**src/rtl/stopgo_pkg.sv**
```systemverilog
package stopgo_pkg;
   typedef enum logic {
      GATE_GO   = 1'b0,
      GATE_HALT = 1'b1
   } gate_e;

   function automatic int unsigned inflight_flits(input int unsigned fwd, input int unsigned ret);
      return fwd + ret + 1;
   endfunction
endpackage

```
**src/rtl/stopgo_delay.sv**
```systemverilog
module stopgo_delay #(
   parameter int unsigned W   = 8,
   parameter int unsigned LAT = 2
) (
   input  logic         clk,
   input  logic         rst_n,
   input  logic [W-1:0] d_in,
   output logic [W-1:0] d_out
);
   logic [W-1:0] stage [LAT];

   generate
      for (genvar s = 0; s < LAT; s++) begin : g_stage
         if (s == 0) begin : g_head
            always_ff @(posedge clk) begin
               if (!rst_n) stage[s] <= '0;
               else        stage[s] <= d_in;
            end
         end else begin : g_tail
            always_ff @(posedge clk) begin
               if (!rst_n) stage[s] <= '0;
               else        stage[s] <= stage[s-1];
            end
         end
      end
   endgenerate

   assign d_out = stage[LAT-1];
endmodule

```
**src/rtl/stopgo_tx.sv**
```systemverilog
module stopgo_tx
   import stopgo_pkg::*;
#(
   parameter int unsigned FLIT_W = 8
) (
   input  logic              clk,
   input  logic              rst_n,
   input  logic              src_valid,
   input  logic [FLIT_W-1:0] src_data,
   output logic              src_ready,
   input  logic              ret_valid,
   input  logic              ret_stop,
   output logic              fwd_valid,
   output logic [FLIT_W-1:0] fwd_data
);
   gate_e gate_q;

   always_ff @(posedge clk) begin
      if (!rst_n)         gate_q <= GATE_GO;
      else if (ret_valid) gate_q <= ret_stop ? GATE_HALT : GATE_GO;
   end

   assign src_ready = (gate_q == GATE_GO);
   assign fwd_valid = src_valid && src_ready;
   assign fwd_data  = src_data;
endmodule

```
**src/rtl/stopgo_rx.sv**
```systemverilog
module stopgo_rx
   import stopgo_pkg::*;
#(
   parameter int unsigned FLIT_W  = 8,
   parameter int unsigned DEPTH   = 16,
   parameter int unsigned HI_MARK = 10,
   parameter int unsigned LO_MARK = 4
) (
   input  logic                         clk,
   input  logic                         rst_n,
   input  logic                         in_valid,
   input  logic [FLIT_W-1:0]            in_data,
   output logic                         snk_valid,
   output logic [FLIT_W-1:0]            snk_data,
   input  logic                         snk_ready,
   output logic [$clog2(DEPTH+1)-1:0]   level,
   output logic                         note_valid,
   output logic                         note_stop
);
   localparam int unsigned AW = (DEPTH > 1) ? $clog2(DEPTH) : 1;
   localparam int unsigned LW = $clog2(DEPTH+1);
   localparam logic [LW-1:0] HI_L = LW'(HI_MARK);
   localparam logic [LW-1:0] LO_L = LW'(LO_MARK);

   logic [FLIT_W-1:0] mem [DEPTH];
   logic [AW-1:0]     wr_ptr, rd_ptr, wr_nx, rd_nx;
   logic [LW-1:0]     lvl_nx;
   logic              pop;
   gate_e             state_q;

   assign pop    = snk_valid && snk_ready;
   assign lvl_nx = level + LW'(in_valid) - LW'(pop);

   generate
      if ((1 << AW) == DEPTH) begin : g_pow2_wrap
         assign wr_nx = wr_ptr + 1'b1;
         assign rd_nx = rd_ptr + 1'b1;
      end else begin : g_cmp_wrap
         assign wr_nx = (wr_ptr == AW'(DEPTH-1)) ? '0 : wr_ptr + 1'b1;
         assign rd_nx = (rd_ptr == AW'(DEPTH-1)) ? '0 : rd_ptr + 1'b1;
      end
   endgenerate

   always_ff @(posedge clk) begin
      if (in_valid) mem[wr_ptr] <= in_data;
   end

   always_ff @(posedge clk) begin
      if (!rst_n) begin
         wr_ptr <= '0;
         rd_ptr <= '0;
         level  <= '0;
      end else begin
         if (in_valid) wr_ptr <= wr_nx;
         if (pop)      rd_ptr <= rd_nx;
         level <= lvl_nx;
      end
   end

   always_ff @(posedge clk) begin
      if (!rst_n) begin
         state_q    <= GATE_GO;
         note_valid <= 1'b0;
         note_stop  <= 1'b0;
      end else if (state_q == GATE_GO && lvl_nx >= HI_L) begin
         state_q    <= GATE_HALT;
         note_valid <= 1'b1;
         note_stop  <= 1'b1;
      end else if (state_q == GATE_HALT && lvl_nx <= LO_L) begin
         state_q    <= GATE_GO;
         note_valid <= 1'b1;
         note_stop  <= 1'b0;
      end else begin
         note_valid <= 1'b0;
      end
   end

   assign snk_valid = (level != '0);
   assign snk_data  = mem[rd_ptr];
endmodule

```
**src/rtl/stopgo_link.sv**
```systemverilog
module stopgo_link
   import stopgo_pkg::*;
#(
   parameter int unsigned FLIT_W  = 8,
   parameter int unsigned DEPTH   = 16,
   parameter int unsigned HI_MARK = 10,
   parameter int unsigned LO_MARK = 4,
   parameter int unsigned FWD_LAT = 2,
   parameter int unsigned RET_LAT = 2
) (
   input  logic              clk,
   input  logic              rst_n,
   input  logic              src_valid,
   input  logic [FLIT_W-1:0] src_data,
   output logic              src_ready,
   output logic              snk_valid,
   output logic [FLIT_W-1:0] snk_data,
   input  logic              snk_ready,
   output logic              fc_note_valid,
   output logic              fc_note_stop
);
   localparam int unsigned INFLIGHT = inflight_flits(FWD_LAT, RET_LAT);
   localparam int unsigned LW       = $clog2(DEPTH+1);

   generate
      if (LO_MARK >= HI_MARK) begin : g_bad_marks
         $error("stopgo_link: LO_MARK must be below HI_MARK");
      end
      if (HI_MARK > DEPTH || DEPTH - HI_MARK < INFLIGHT) begin : g_bad_slack
         $error("stopgo_link: DEPTH - HI_MARK must cover FWD_LAT + RET_LAT + 1 flits");
      end
      if (FWD_LAT < 1 || RET_LAT < 1) begin : g_bad_lat
         $error("stopgo_link: channel latencies must be at least one cycle");
      end
   endgenerate

   logic              tx_fwd_valid;
   logic [FLIT_W-1:0] tx_fwd_data;
   logic              rx_in_valid;
   logic [FLIT_W-1:0] rx_in_data;
   logic              ret_valid, ret_stop;
   logic [LW-1:0]     rx_level;

   stopgo_tx #(.FLIT_W(FLIT_W)) u_tx (
      .clk       (clk),
      .rst_n     (rst_n),
      .src_valid (src_valid),
      .src_data  (src_data),
      .src_ready (src_ready),
      .ret_valid (ret_valid),
      .ret_stop  (ret_stop),
      .fwd_valid (tx_fwd_valid),
      .fwd_data  (tx_fwd_data)
   );

   stopgo_delay #(.W(FLIT_W+1), .LAT(FWD_LAT)) u_fwd_pipe (
      .clk   (clk),
      .rst_n (rst_n),
      .d_in  ({tx_fwd_valid, tx_fwd_data}),
      .d_out ({rx_in_valid, rx_in_data})
   );

   stopgo_rx #(
      .FLIT_W  (FLIT_W),
      .DEPTH   (DEPTH),
      .HI_MARK (HI_MARK),
      .LO_MARK (LO_MARK)
   ) u_rx (
      .clk        (clk),
      .rst_n      (rst_n),
      .in_valid   (rx_in_valid),
      .in_data    (rx_in_data),
      .snk_valid  (snk_valid),
      .snk_data   (snk_data),
      .snk_ready  (snk_ready),
      .level      (rx_level),
      .note_valid (fc_note_valid),
      .note_stop  (fc_note_stop)
   );

   stopgo_delay #(.W(2), .LAT(RET_LAT)) u_ret_pipe (
      .clk   (clk),
      .rst_n (rst_n),
      .d_in  ({fc_note_valid, fc_note_stop}),
      .d_out ({ret_valid, ret_stop})
   );
endmodule

```
**config.mk**
```make
export PLATFORM = sky130hd
export DESIGN_NAME = stopgo_link
export DESIGN_NICKNAME = d
export VERILOG_FILES = /design/src/rtl/stopgo_pkg.sv /design/src/rtl/stopgo_delay.sv /design/src/rtl/stopgo_tx.sv /design/src/rtl/stopgo_rx.sv /design/src/rtl/stopgo_link.sv
export SDC_FILE = /design/constraint.sdc
export NUM_CORES = 1
export LEC_CHECK = 0
export CORE_ASPECT_RATIO = 1.4
export CORE_UTILIZATION = 39
export CTS_CLUSTER_DIAMETER = 150
export CTS_CLUSTER_SIZE = 20
export DETAILED_ROUTE_END_ITERATION = 10
export DONT_BUFFER_PORTS = 1
export GPL_ROUTABILITY_DRIVEN = 0
export PLACE_DENSITY = 0.52
export SLEW_MARGIN = 40
export SYNTH_ARGS = -nofsm -noshare
export SYNTH_HDL_FRONTEND = slang
export SYNTH_SLANG_ARGS = --single-unit
```
**constraint.sdc**
```tcl
create_clock -name clk -period 6.5 [get_ports clk]
set_input_delay 0.325 -clock clk [delete_from_list [all_inputs] [get_ports clk]]
set_output_delay 0.325 -clock clk [all_outputs]
set_load 0.03 [all_outputs]
```
==> summary.md, run 1 <==
| Metric | Value |
|---|---|
| Simple-gate portion of the synthesized area | `approximately 6.6%` |
| Post-Syn Instances | `around 350` |
| Crit path launch type | `flop` |
| Initial antenna violation count | `0` |
| Crit path time final | `3690 ps` |
| Worst-path clk slew | `approximately 60 ps` |
| P_sw | `768 uW` |
| Peak VDD IR | `~0.00023 V` |
| # clock sinks | `170` |
| Endpoints failing setup | `0` |
| Gate power share | `between 20% and 30%` |
| Fmax | `between 200 and 300 MHz` |
| Register bit count reported by yosys | `170` |
| Final layout net count | `about 380` |
| Period utilisation layout | `roughly 57%` |
| Pwr Density | `380 nW/um^2` |
| Fill count | `1392` |
| Post-route antenna net violation count | `0` |
| Port Buffers | `0` |
| Hold Crit Start | `rst_n` |
| Maximum number of buffers from clock root to sink | `2` |
| DRC viols | `4` |
| CTS Hold Buffers Added | `0` |
| Hold Vio Cnt, Final | `0` |
| Clock power frac | `33.9%` |
| CP Data Arrival Time | `4010 ps` |
| Unique masters post-synth | `38` |
| Sequential power share | `45.3%` |
| Hold_ws | `~35 ps` |
| CP startpoint | `u_rx.level[2]` |
| Row Count | `between 50 and 60` |
| Xor/xnor share of the synthesized area | `1.07%` |
| Switching Fraction | `roughly 28%` |
| Largest family of logic cells by synthesized area | `multiplexers` |
| CTS tree | `done` |
| Commonest non-fill, non-tap cell in the layout | `edfxtp_1` |
| # resized after CTS | `0` |
| Routed vias | `roughly 3000` |
| Slew headroom | `about 50%` |
| Vias/cell | `~5.3` |
| Worst Path Required | `6820 ps` |
| DR iter-0 viols | `~160` |
| Final antenna diode count | `0` |
| Min-delay worst type | `in -> reg` |
| Top cell type's share of synthesized area | `a little under 60%` |
| GRT Util Overall | `around 16%` |
| DR WL/cell | `~22 um` |
| Skew-Pair Late Insertion Delay | `approximately 410 ps` |
| H-Tree Depth | `4` |
| Post-Syn Area | `between 6000 and 7000 um^2` |
| Multi-input gate area | `~1700 um^2` |
| Vias in the first global route | `3168` |
| Avg Synthesized Cell Area | `18.9 um^2` |
| Adder-Cell Fraction of Synth Area | `around 2.4%` |
| Reg2reg start | `u_rx.level[2]` |
| Setup crit end kind | `flop` |
| Finished Layout Cells | `564` |
| CTS Buf Count | `17` |
| Crit Path Max Fanout | `5` |
| Worst Tran Pin Value | `between 700 and 800 ps` |
| Full die area | `between 15000 and 20000 um^2` |
| Max Cap Viol | `0` |
| Share of cells above drive strength 1 | `between 15 and 20%` |
| Reg2reg path depth | `13` |
| Pins Over Slew Limit | `0` |
| Complex-gate fraction of the synthesized area | `about 1.3%` |
| Core area | `about 16000 um^2` |
| WL final | `12300 um` |
| I/O pin count | `24` |
| Die Width | `about 110 um` |
| Placed Cells incl. Taps | `between 500 and 600` |
| Status | `finished, violations left` |
| Drt pass-1 iters | `7` |
| Global route overflow | `0` |
| Syn Nets | `370` |
| Seq/Total Area, Yosys | `71.5%` |
| # Post-CTS Setup Buffers | `0` |
| Unrepaired setup endpoints after global routing | `no` |
| Die Span Y | `approximately 160 um` |
| Largest area contributor in the netlist | `edfxtp_1` |
| Hold path cells | `1` |
| Crit Path Class | `reg -> reg` |
| Largest net degree at the start of global routing | `33` |
| HPWL after DPL | `7950 um` |
| Initial Util | `40.2%` |
| Most frequent cells in the layout | `edfxtp_1 (128), dfxtp_1 (41), and2_1 (39)` |
| R2R Setup Slk | `2810 ps` |
| Failing checks | `design-rule violations` |
| Mux cell area share after synthesis | `approximately 15%` |
| Clock Tree Root | `clkbuf_16` |
| P_leak | `0.00244 uW` |
| Post-route clock skew | `a little under 10 ps` |
| Setup tns final | `0 ps` |
| Area grow syn2layout | `10.8%` |
| Int Pwr | `~2000 uW` |
| First-pass GRT wire length | `19300 um` |
| Storage cell area | `about 4700 um^2` |
| Area contributors post-synth | `edfxtp_1 (59%), dfxtp_1 (13%), mux4_2 (8.9%)` |
| Synth warnings | `0` |
## cell usage after synthesis (all sizes together)
library cell and instances:
nand3 3, o31ai 1, o21ba 1, and3b 1
nor3b 2, clkbuf 5, ha 11, mux4 40
or4b 1, nor3 2, and2b 1, and2 39
nand4 1, xor2 5, fa 1, a2111o 1
o311ai 1, or4 1, o21ai 2, o2111ai 1
mux2i 2, inv 12, a211oi 1, a21oi 2
nor2 17, xnor2 3, and3 3, edfxtp 128
a221oi 1, nand2 5, dfxtp 42, nand2b 1
buf 9
## flip-flops by register name, summed over array words and instances (netlist names), named ones only
name / count
u_rx.note_stop: 1
u_tx.gate_q: 1
u_ret_pipe.stage: 4
u_rx.rd_ptr: 4
u_rx.note_valid: 1
u_rx.level: 5
u_fwd_pipe.stage: 18
u_rx.mem: 128
u_rx.wr_ptr: 4
## worst max-delay path, stage by stage (launching register included)
cell and delay [ps]:
dfxtp_1 320, inv_1 80, ha_1 130, or4b_1 670, nand2_1 220, inv_1 60, ha_1 260, inv_1 40
ha_1 190, fa_1 400, and3b_1 210, or4_4 530, a2111o_1 420, o311ai_1 80
## final cells by class
cell class                 count  area share, %
sequential                   170           64.5
timing repair buffer           2          0.207
multi-input combinational    150           23.7
clock buffer                  18           5.91
clock inverter                13           1.64
tap                          199           3.43
inverter                      12          0.620
## routing by layer
metal | wire length, um | share of wire (%) | vias up | GRT usage, %
met2 | 6660 | 54 | 63 | 28.1
met4 | 284 | 2.3 | 0 | 6.18
met1 | 4990 | 40 | 1534 | 18.1
met3 | 407 | 3.3 | 18 | 3.47
li1 | - | - | 1360 | -
met5 | 0 | 0 | - | 0
## metrics by stage
step | setup WS (ps) | power (uW) | utilization, % | area (um^2)
2_1_floorplan | 2960 | 1760 | - | 6560
3_3_place_gp | 2850 | 1840 | 41.2 | 6710
3_5_place_dp | 2800 | 1860 | 41.2 | 6710
4_1_cts | 2790 | 2790 | 44.5 | 7260
5_1_grt | 2660 | 2890 | 44.5 | 7260
6_report | 2810 | 2760 | 44.5 | 7260
## kinds of logic (layout without fill, tap and decap cells)
family	count (synthesis)	in the layout
AO/OA/AOI/OAI	11	11
XOR/XNOR	8	8
adder cells (fa/ha/maj)	12	12
buffers and inverters	26	45
flip-flops	170	170
multiplexers	42	42
AND/OR/NAND/NOR	77	77
## power by group through the flow
stage	clock network, uW	registers (uW)	logic (uW)
final	936	1250	574
after global routing	1010	1260	628
after CTS	958	1250	584
after detailed placement	0	1270	581
after global placement	0	1270	573
after floorplan	0	1260	497
## final timing paths
check	to
setup / recovery	u_rx.note_valid
hold / removal	u_fwd_pipe.stage[1][8]
setup reg to reg	u_rx.note_valid
hold reg to reg	u_fwd_pipe.stage[1][2]
Note: power is estimated with default switching activity, not from simulation.
==> run 2: changes to the inputs <==
==> constraint.sdc (replaced) <==
create_clock -name clk -period 3.8 [get_ports clk]
set_input_delay 0.19 -clock clk [delete_from_list [all_inputs] [get_ports clk]]
set_output_delay 0.19 -clock clk [all_outputs]
set_load 0.03 [all_outputs]
==> run 2 against run 1 <==
The run still ends with design-rule violations left. Final cell count up 2.7%. Power up 78%. Combinational power up 72%. Die area unchanged. Sequential power up 73%. Global-route usage about the same. Setup slack worse by 2400 ps. Wire length about the same. Sequential cell count unchanged. Largest cell class unchanged. Largest power group unchanged. Highest routed layer unchanged.
==> summary.md, run 2 (same netlist as run 1, synthesis figures left out) <==
| Metric | Value |
|---|---|
| HPWL after DPL | `8120 um (+2.1%)` |
| Biggest regs | `u_rx.mem (128), u_fwd_pipe.stage (18), u_rx.level (5)` |
| # clock sinks | `170 (unchanged)` |
| Reg2reg start | `u_rx.level[2]` |
| Clock power frac | `36.0% (+2.1 points)` |
| # Post-CTS Setup Buffers | `0 (unchanged)` |
| I/O pin count | `24 (unchanged)` |
| Crit Path Class | `reg -> reg` |
| CP startpoint | `u_rx.level[2]` |
| Skew-Pair Late Insertion Delay | `420 ps (about the same)` |
| R2R Setup Slk | `410 ps (-2400 ps)` |
| H-Tree Depth | `4 (unchanged)` |
| Reg2reg path depth | `13 (unchanged)` |
| WL final | `12300 um (about the same)` |
| Full die area | `17300 um^2 (unchanged)` |
| Crit Path Max Fanout | `3 (-2)` |
| Area grow syn2layout | `13.8%` |
| Worst path max stage delay | `530 ps (-140 ps)` |
| Switching Fraction | `27.3% (-0.58 points)` |
| Final WS setup | `406 ps (-2400 ps)` |
| Port Buffers | `0 (unchanged)` |
| Final antenna diode count | `0 (unchanged)` |
| Slew headroom | `56.5% (+4.9 points)` |
| Cell Chain, Critical Path | `inv_1 -> ha_1 -> or4b_1 -> nand2_1 -> inv_1 -> ha_1 -> inv_1 -> ha_1 -> fa_1 -> and3b_1 -> or4_4 -> a2111o_1 -> o311ai_1` |
| Vias/cell | `5.22 (-0.95%)` |
| Failing checks | `design-rule violations` |
| Pins Over Slew Limit | `0 (unchanged)` |
| Crit path launch type | `flop` |
| Setup tns final | `0 ps (unchanged)` |
| Period utilisation layout | `89.3% (+33 points)` |
| Slowest-stage cell, CP | `or4_4` |
| P_sw | `1340 uW (+75%)` |
| Storage cell area | `4690 um^2 (about the same)` |
| Min-delay worst type | `in -> reg` |
| Crit path time final | `3390 ps (-296 ps)` |
| Setup crit end kind | `flop` |
| Die Width | `112 um (unchanged)` |
| Fmax | `295 MHz (+8.7%)` |
| Share of cells above drive strength 1 | `17.4% (+0.93 points)` |
| Most frequent cells in the layout | `edfxtp_1 (128), dfxtp_1 (40), and2_1 (39)` |
| Max reg flops | `128 (unchanged)` |
| Pre-CTS setup slack | `393 ps (-2400 ps)` |
| Pwr Density | `660 nW/um^2 (+74%)` |
| Initial Util | `40.2% (unchanged)` |
| Hold_ws | `40.8 ps (+6.00 ps)` |
| Hold Vio Cnt, Final | `0 (unchanged)` |
| DRC viols | `4 (unchanged)` |
| Worst R2R End | `u_rx.note_valid` |
| CP Data Arrival Time | `3720 ps (-290 ps)` |
| Fin util | `45.7% (+1.2 points)` |
| Unrepaired setup endpoints after global routing | `no` |
| P_leak | `0.00254 uW (+4.1%)` |
| Core area | `16300 um^2 (unchanged)` |
| Fill count | `1376 (-1.1%)` |
| Die Span Y | `155 um (unchanged)` |
| Row Count | `55 (unchanged)` |
| Int Pwr | `3580 uW (+80%)` |
| Largest net degree at the start of global routing | `26 (-21%)` |
| Status | `finished, violations left` |
| Worst Tran Pin Value | `653 ps (-74.0 ps)` |
| Clock Tree Root | `clkbuf_16` |
| CTS Buf Count | `17 (unchanged)` |
| Maximum number of buffers from clock root to sink | `2 (unchanged)` |
| Post-route antenna net violation count | `0 (unchanged)` |
| Initial antenna violation count | `0 (unchanged)` |
| Hold path cells | `3 (+2)` |
| Hold Crit Start | `snk_ready` |
| DR WL/cell | `21.3 um (-2.6%)` |
| Worst Path Required | `4130 ps (-2690 ps)` |
| Commonest non-fill, non-tap cell in the layout | `edfxtp_1` |
| DR iter-0 viols | `169 (+4.3%)` |
| Register with the most flip-flops | `u_rx.mem` |
| CTS tree | `done` |
| Peak VDD IR | `0.000413 V (+81%)` |
| GRT Util Overall | `15.6% (+0.027 points)` |
| Routed vias | `3025 (+1.7%)` |
| CP Buf/Inv Count | `3 (unchanged)` |
| Placed instance area | `6740 um^2 (+0.35%)` |
| Endpoints failing setup | `0 (unchanged)` |
| Worst path top cell family by delay | `simple AND/OR/NAND/NOR gates` |
| Sequential power share | `43.9% (-1.4 points)` |
| Vias in the first global route | `3240 (+2.3%)` |
| First-pass GRT wire length | `19200 um (-0.36%)` |
| Final Instance Area | `7460 um^2 (+2.7%)` |
| Post-route clock skew | `9.98 ps (+0.283 ps)` |
| Worst-path clk slew | `70 ps (about the same)` |
| Gate power share | `20.1% (-0.7 points)` |
| Final layout net count | `391 (+3.7%)` |
| Global route overflow | `0 (unchanged)` |
| Max Cap Viol | `0 (unchanged)` |
| Multi-input gate area | `1720 um^2 (unchanged)` |
| Drt pass-1 iters | `7 (unchanged)` |
-- run 2: cell type report --
class                   instances  area share [%]
repair buffers                 16            1.98
clock buffers                  17            5.70
flip-flops and latches        170            62.8
clock inverters                15            2.50
inverters                      12           0.604
multi-input cells             150            23.0
well taps                     199            3.34
-- run 2: worst max path at each step --
stage                     cells past startpoint  slack (ps)               to
final                                        13         410  u_rx.note_valid
after global routing                         13         250  u_rx.note_valid
after CTS                                    13         380  u_rx.note_valid
after detailed placement                     13         390  u_rx.note_valid
after global placement                       13         470  u_rx.note_valid
after floorplan                              14         260  u_rx.note_valid
-- run 2: routing by layer --
metal | track usage (%) | share of wire, % | vias to the layer above
met5 | 0 | 0 | -
met4 | 6.37 | 1.9 | 0
met3 | 3.78 | 2.3 | 16
met2 | 28.2 | 55 | 42
met1 | 17.7 | 41 | 1581
li1 | - | - | 1386
-- run 2: timing repair --
item,CTS,global route
hold buffers,11,0
hold endpoints to repair,27,0
gates resized for setup,0,0
-- run 2: worst reg2reg max path, delay by kind of cell, from the launching register on --
| kind | cells | cell delay, ps |
|---|---|---|
| buffers and inverters | 3 | 170 |
| and+or+nand+nor | 4 | 1330 |
| adders and majority gates | 4 | 1000 |
| DFF | 1 | 310 |
| AOI/OAI and AO/OA | 2 | 500 |
-- run 2: power groups by stage --
| stage | clock, uW | combinational [uW] | sequential (uW) |
|---|---|---|---|
| floorplan | 0 | 850 | 2160 |
| global placement | 0 | 976 | 2200 |
| detailed placement | 0 | 994 | 2200 |
| CTS | 1820 | 1010 | 2160 |
| global route | 1890 | 1080 | 2170 |
| finish | 1770 | 987 | 2160 |
-- run 2: stage by stage --
stage | cells | power [uW]
6_report | 579 | 4920
5_1_grt | 579 | 5150
4_1_cts | 579 | 4990
3_5_place_dp | 536 | 3200
3_3_place_gp | 536 | 3180
2_1_floorplan | 346 | 3010
==> run 3: changes to the inputs <==
--- a/config.mk
+++ b/config.mk
@@ -7,6 +7,7 @@
 export LEC_CHECK = 0
 export CORE_ASPECT_RATIO = 1.4
 export CORE_UTILIZATION = 39
+export CTS_BUF_LIST = sky130_fd_sc_hd__clkbuf_4
 export CTS_CLUSTER_DIAMETER = 150
 export CTS_CLUSTER_SIZE = 20
 export DETAILED_ROUTE_END_ITERATION = 10
==> constraint.sdc (replaced) <==
create_clock -name clk -period 3.8 [get_ports clk]
set_input_delay 0.19 -clock clk [delete_from_list [all_inputs] [get_ports clk]]
set_output_delay 0.19 -clock clk [all_outputs]
set_load 0.1 [all_outputs]
==> run 3 against run 2 <==
The run still ends with design-rule violations left. Clock skew grew 12 ps. Maximum frequency decreased by 1.4%. Power is 11% lower. Combinational power rose by 29%. Largest cell class unchanged. Global-route usage shrank 0.40 points.
==> summary.md, run 3 (same netlist as run 1, synthesis figures left out) <==
| Metric | Value |
|---|---|
| Status | `finished, violations left` |
| Failing checks | `design-rule violations` |
| Vias/cell | `5.13 (-1.8%)` |
| Worst-path clk slew | `140 ps (+70 ps)` |
| Slew headroom | `44.4% (-12 points)` |
| Post-route antenna net violation count | `0 (unchanged)` |
| CTS Buf Count | `17 (unchanged)` |
| Port Buffers | `0 (unchanged)` |
| Overall Power | `4360 uW (-11%)` |
| Final layout net count | `390 (-0.26%)` |
| Finished Layout Cells | `579 (unchanged)` |
| Maximum number of buffers from clock root to sink | `2 (unchanged)` |
| Routed vias | `2970 (-1.8%)` |
| Crit path launch type | `flop` |
| Endpoints failing setup | `0 (unchanged)` |
| Skew-Pair Late Insertion Delay | `530 ps (+110 ps)` |
| GRT Util Overall | `15.2% (-0.40 points)` |
| CP Buf/Inv Count | `3 (unchanged)` |
| Slowest-stage cell, CP | `or4_4` |
| Die Span Y | `155 um (unchanged)` |
| Fin util | `43.5% (-2.2 points)` |
| Post-route clock skew | `21.6 ps (+11.6 ps)` |
| Pins Over Slew Limit | `0 (unchanged)` |
| Min-delay worst type | `in -> reg` |
| Fmax | `290 MHz (-1.4%)` |
| Drt pass-1 iters | `9 (+2)` |
| Full die area | `17300 um^2 (unchanged)` |
| Crit Path Max Fanout | `3 (unchanged)` |
| P_leak | `0.00237 uW (-6.7%)` |
| Hold Vio Cnt, Final | `0 (unchanged)` |
| CP Data Arrival Time | `3880 ps (+160 ps)` |
| Hold_ws | `58.7 ps (+17.9 ps)` |
| Crit Path Class | `reg -> reg` |
| Crit path time final | `3440 ps (+49.9 ps)` |
| Register with the most flip-flops | `u_rx.mem` |
| Worst Tran Pin Value | `833 ps (+180 ps)` |
| Initial Util | `40.2% (unchanged)` |
| Largest net degree at the start of global routing | `33 (+27%)` |
| Max reg flops | `128 (unchanged)` |
| WL final | `12000 um (-3.1%)` |
| Worst path top cell family by delay | `simple AND/OR/NAND/NOR gates` |
| CTS tree | `done` |
| # clock sinks | `170 (unchanged)` |
| Cell Chain, Critical Path | `inv_1 -> ha_1 -> or4b_1 -> nand2_1 -> inv_1 -> ha_1 -> inv_1 -> ha_1 -> fa_1 -> and3b_1 -> or4_4 -> a2111o_1 -> o311ai_1` |
| Placed Cells incl. Taps | `535 (-0.19%)` |
| Die Width | `112 um (unchanged)` |
| Setup tns final | `0 ps (unchanged)` |
| Initial antenna violation count | `1 (+1)` |
| Unrepaired setup endpoints after global routing | `no` |
| DR iter-0 viols | `143 (-15%)` |
| Most frequent cells in the layout | `edfxtp_1 (128), dfxtp_1 (40), and2_1 (39)` |
| Peak VDD IR | `0.000458 V (+11%)` |
| Global route overflow | `0 (unchanged)` |
| H-Tree Depth | `4 (unchanged)` |
| HPWL after DPL | `7940 um (-2.2%)` |
| Share of cells above drive strength 1 | `16.9% (-0.48 points)` |
| I/O pin count | `24 (unchanged)` |
| Row Count | `55 (unchanged)` |
| Worst Path Required | `4230 ps (+100 ps)` |
| Pwr Density | `614 nW/um^2 (-6.8%)` |
| DRC viols | `2 (-2)` |
| Commonest non-fill, non-tap cell in the layout | `edfxtp_1` |
| Biggest regs | `u_rx.mem (128), u_fwd_pipe.stage (18), u_rx.level (5)` |
| Worst path max stage delay | `520 ps (about the same)` |
| DR WL/cell | `20.6 um (-3.1%)` |
| Period utilisation layout | `90.6% (+1.3 points)` |
| Setup crit end kind | `flop` |
| Vias in the first global route | `3181 (-1.8%)` |
| Max Cap Viol | `0 (unchanged)` |
| Core area | `16300 um^2 (unchanged)` |
| First-pass GRT wire length | `18900 um (-2.0%)` |
| Area grow syn2layout | `8.32%` |
| Clock Tree Root | `clkbuf_4` |
-- run 3: report_power, final --
group / internal, uW / switching (uW)
combinational: 466 / 803
sequential: 2060 / 84.6
clock: 333 / 615
total: 2860 / 1500
-- run 3: metal layers --
layer / global-route usage (%) / wire (um)
met5: 0 / 0
met4: 5.28 / 132
met1: 17.5 / 4950
met3: 3.54 / 280
met2: 27.8 / 6590
-- run 3: area by class of cell --
cell class / count / area (um^2)
clock inverter: 14 / 123
tap: 199 / 249
antenna: 1 / 2.50
timing repair buffer: 15 / 140
sequential: 170 / 4690
fill: 1439 / 9210
clock buffer: 18 / 135
multi-input combinational: 150 / 1720
inverter: 12 / 45.0
-- run 3: worst paths after layout --
| check | start | endpoint | slack, ps | depth (start not counted) |
|---|---|---|---|---|
| max | u_rx.level[3] | u_rx.note_valid | 360 | 13 |
| min | rst_n | u_rx.level[3] | 60 | 2 |
| max reg2reg | u_rx.level[3] | u_rx.note_valid | 360 | 13 |
| min reg2reg | u_fwd_pipe.stage[0][3] | u_fwd_pipe.stage[1][3] | 450 | 1 |
-- run 3: repair_timing --
item                                   in CTS  in global routing
endpoints found under the hold margin      33                  0
hold buffers                               11                  0
setup buffers                               0                  0
resized for setup                           0                  0
-- run 3: through the flow --
| stage | setup WS [ps] | area [um^2] |
|---|---|---|
| finish | 356 | 7100 |
| global route | 150 | 7100 |
| CTS | 346 | 7100 |
| floorplan | 42.5 | 6560 |
| global placement | 469 | 6730 |
| detailed placement | 369 | 6730 |
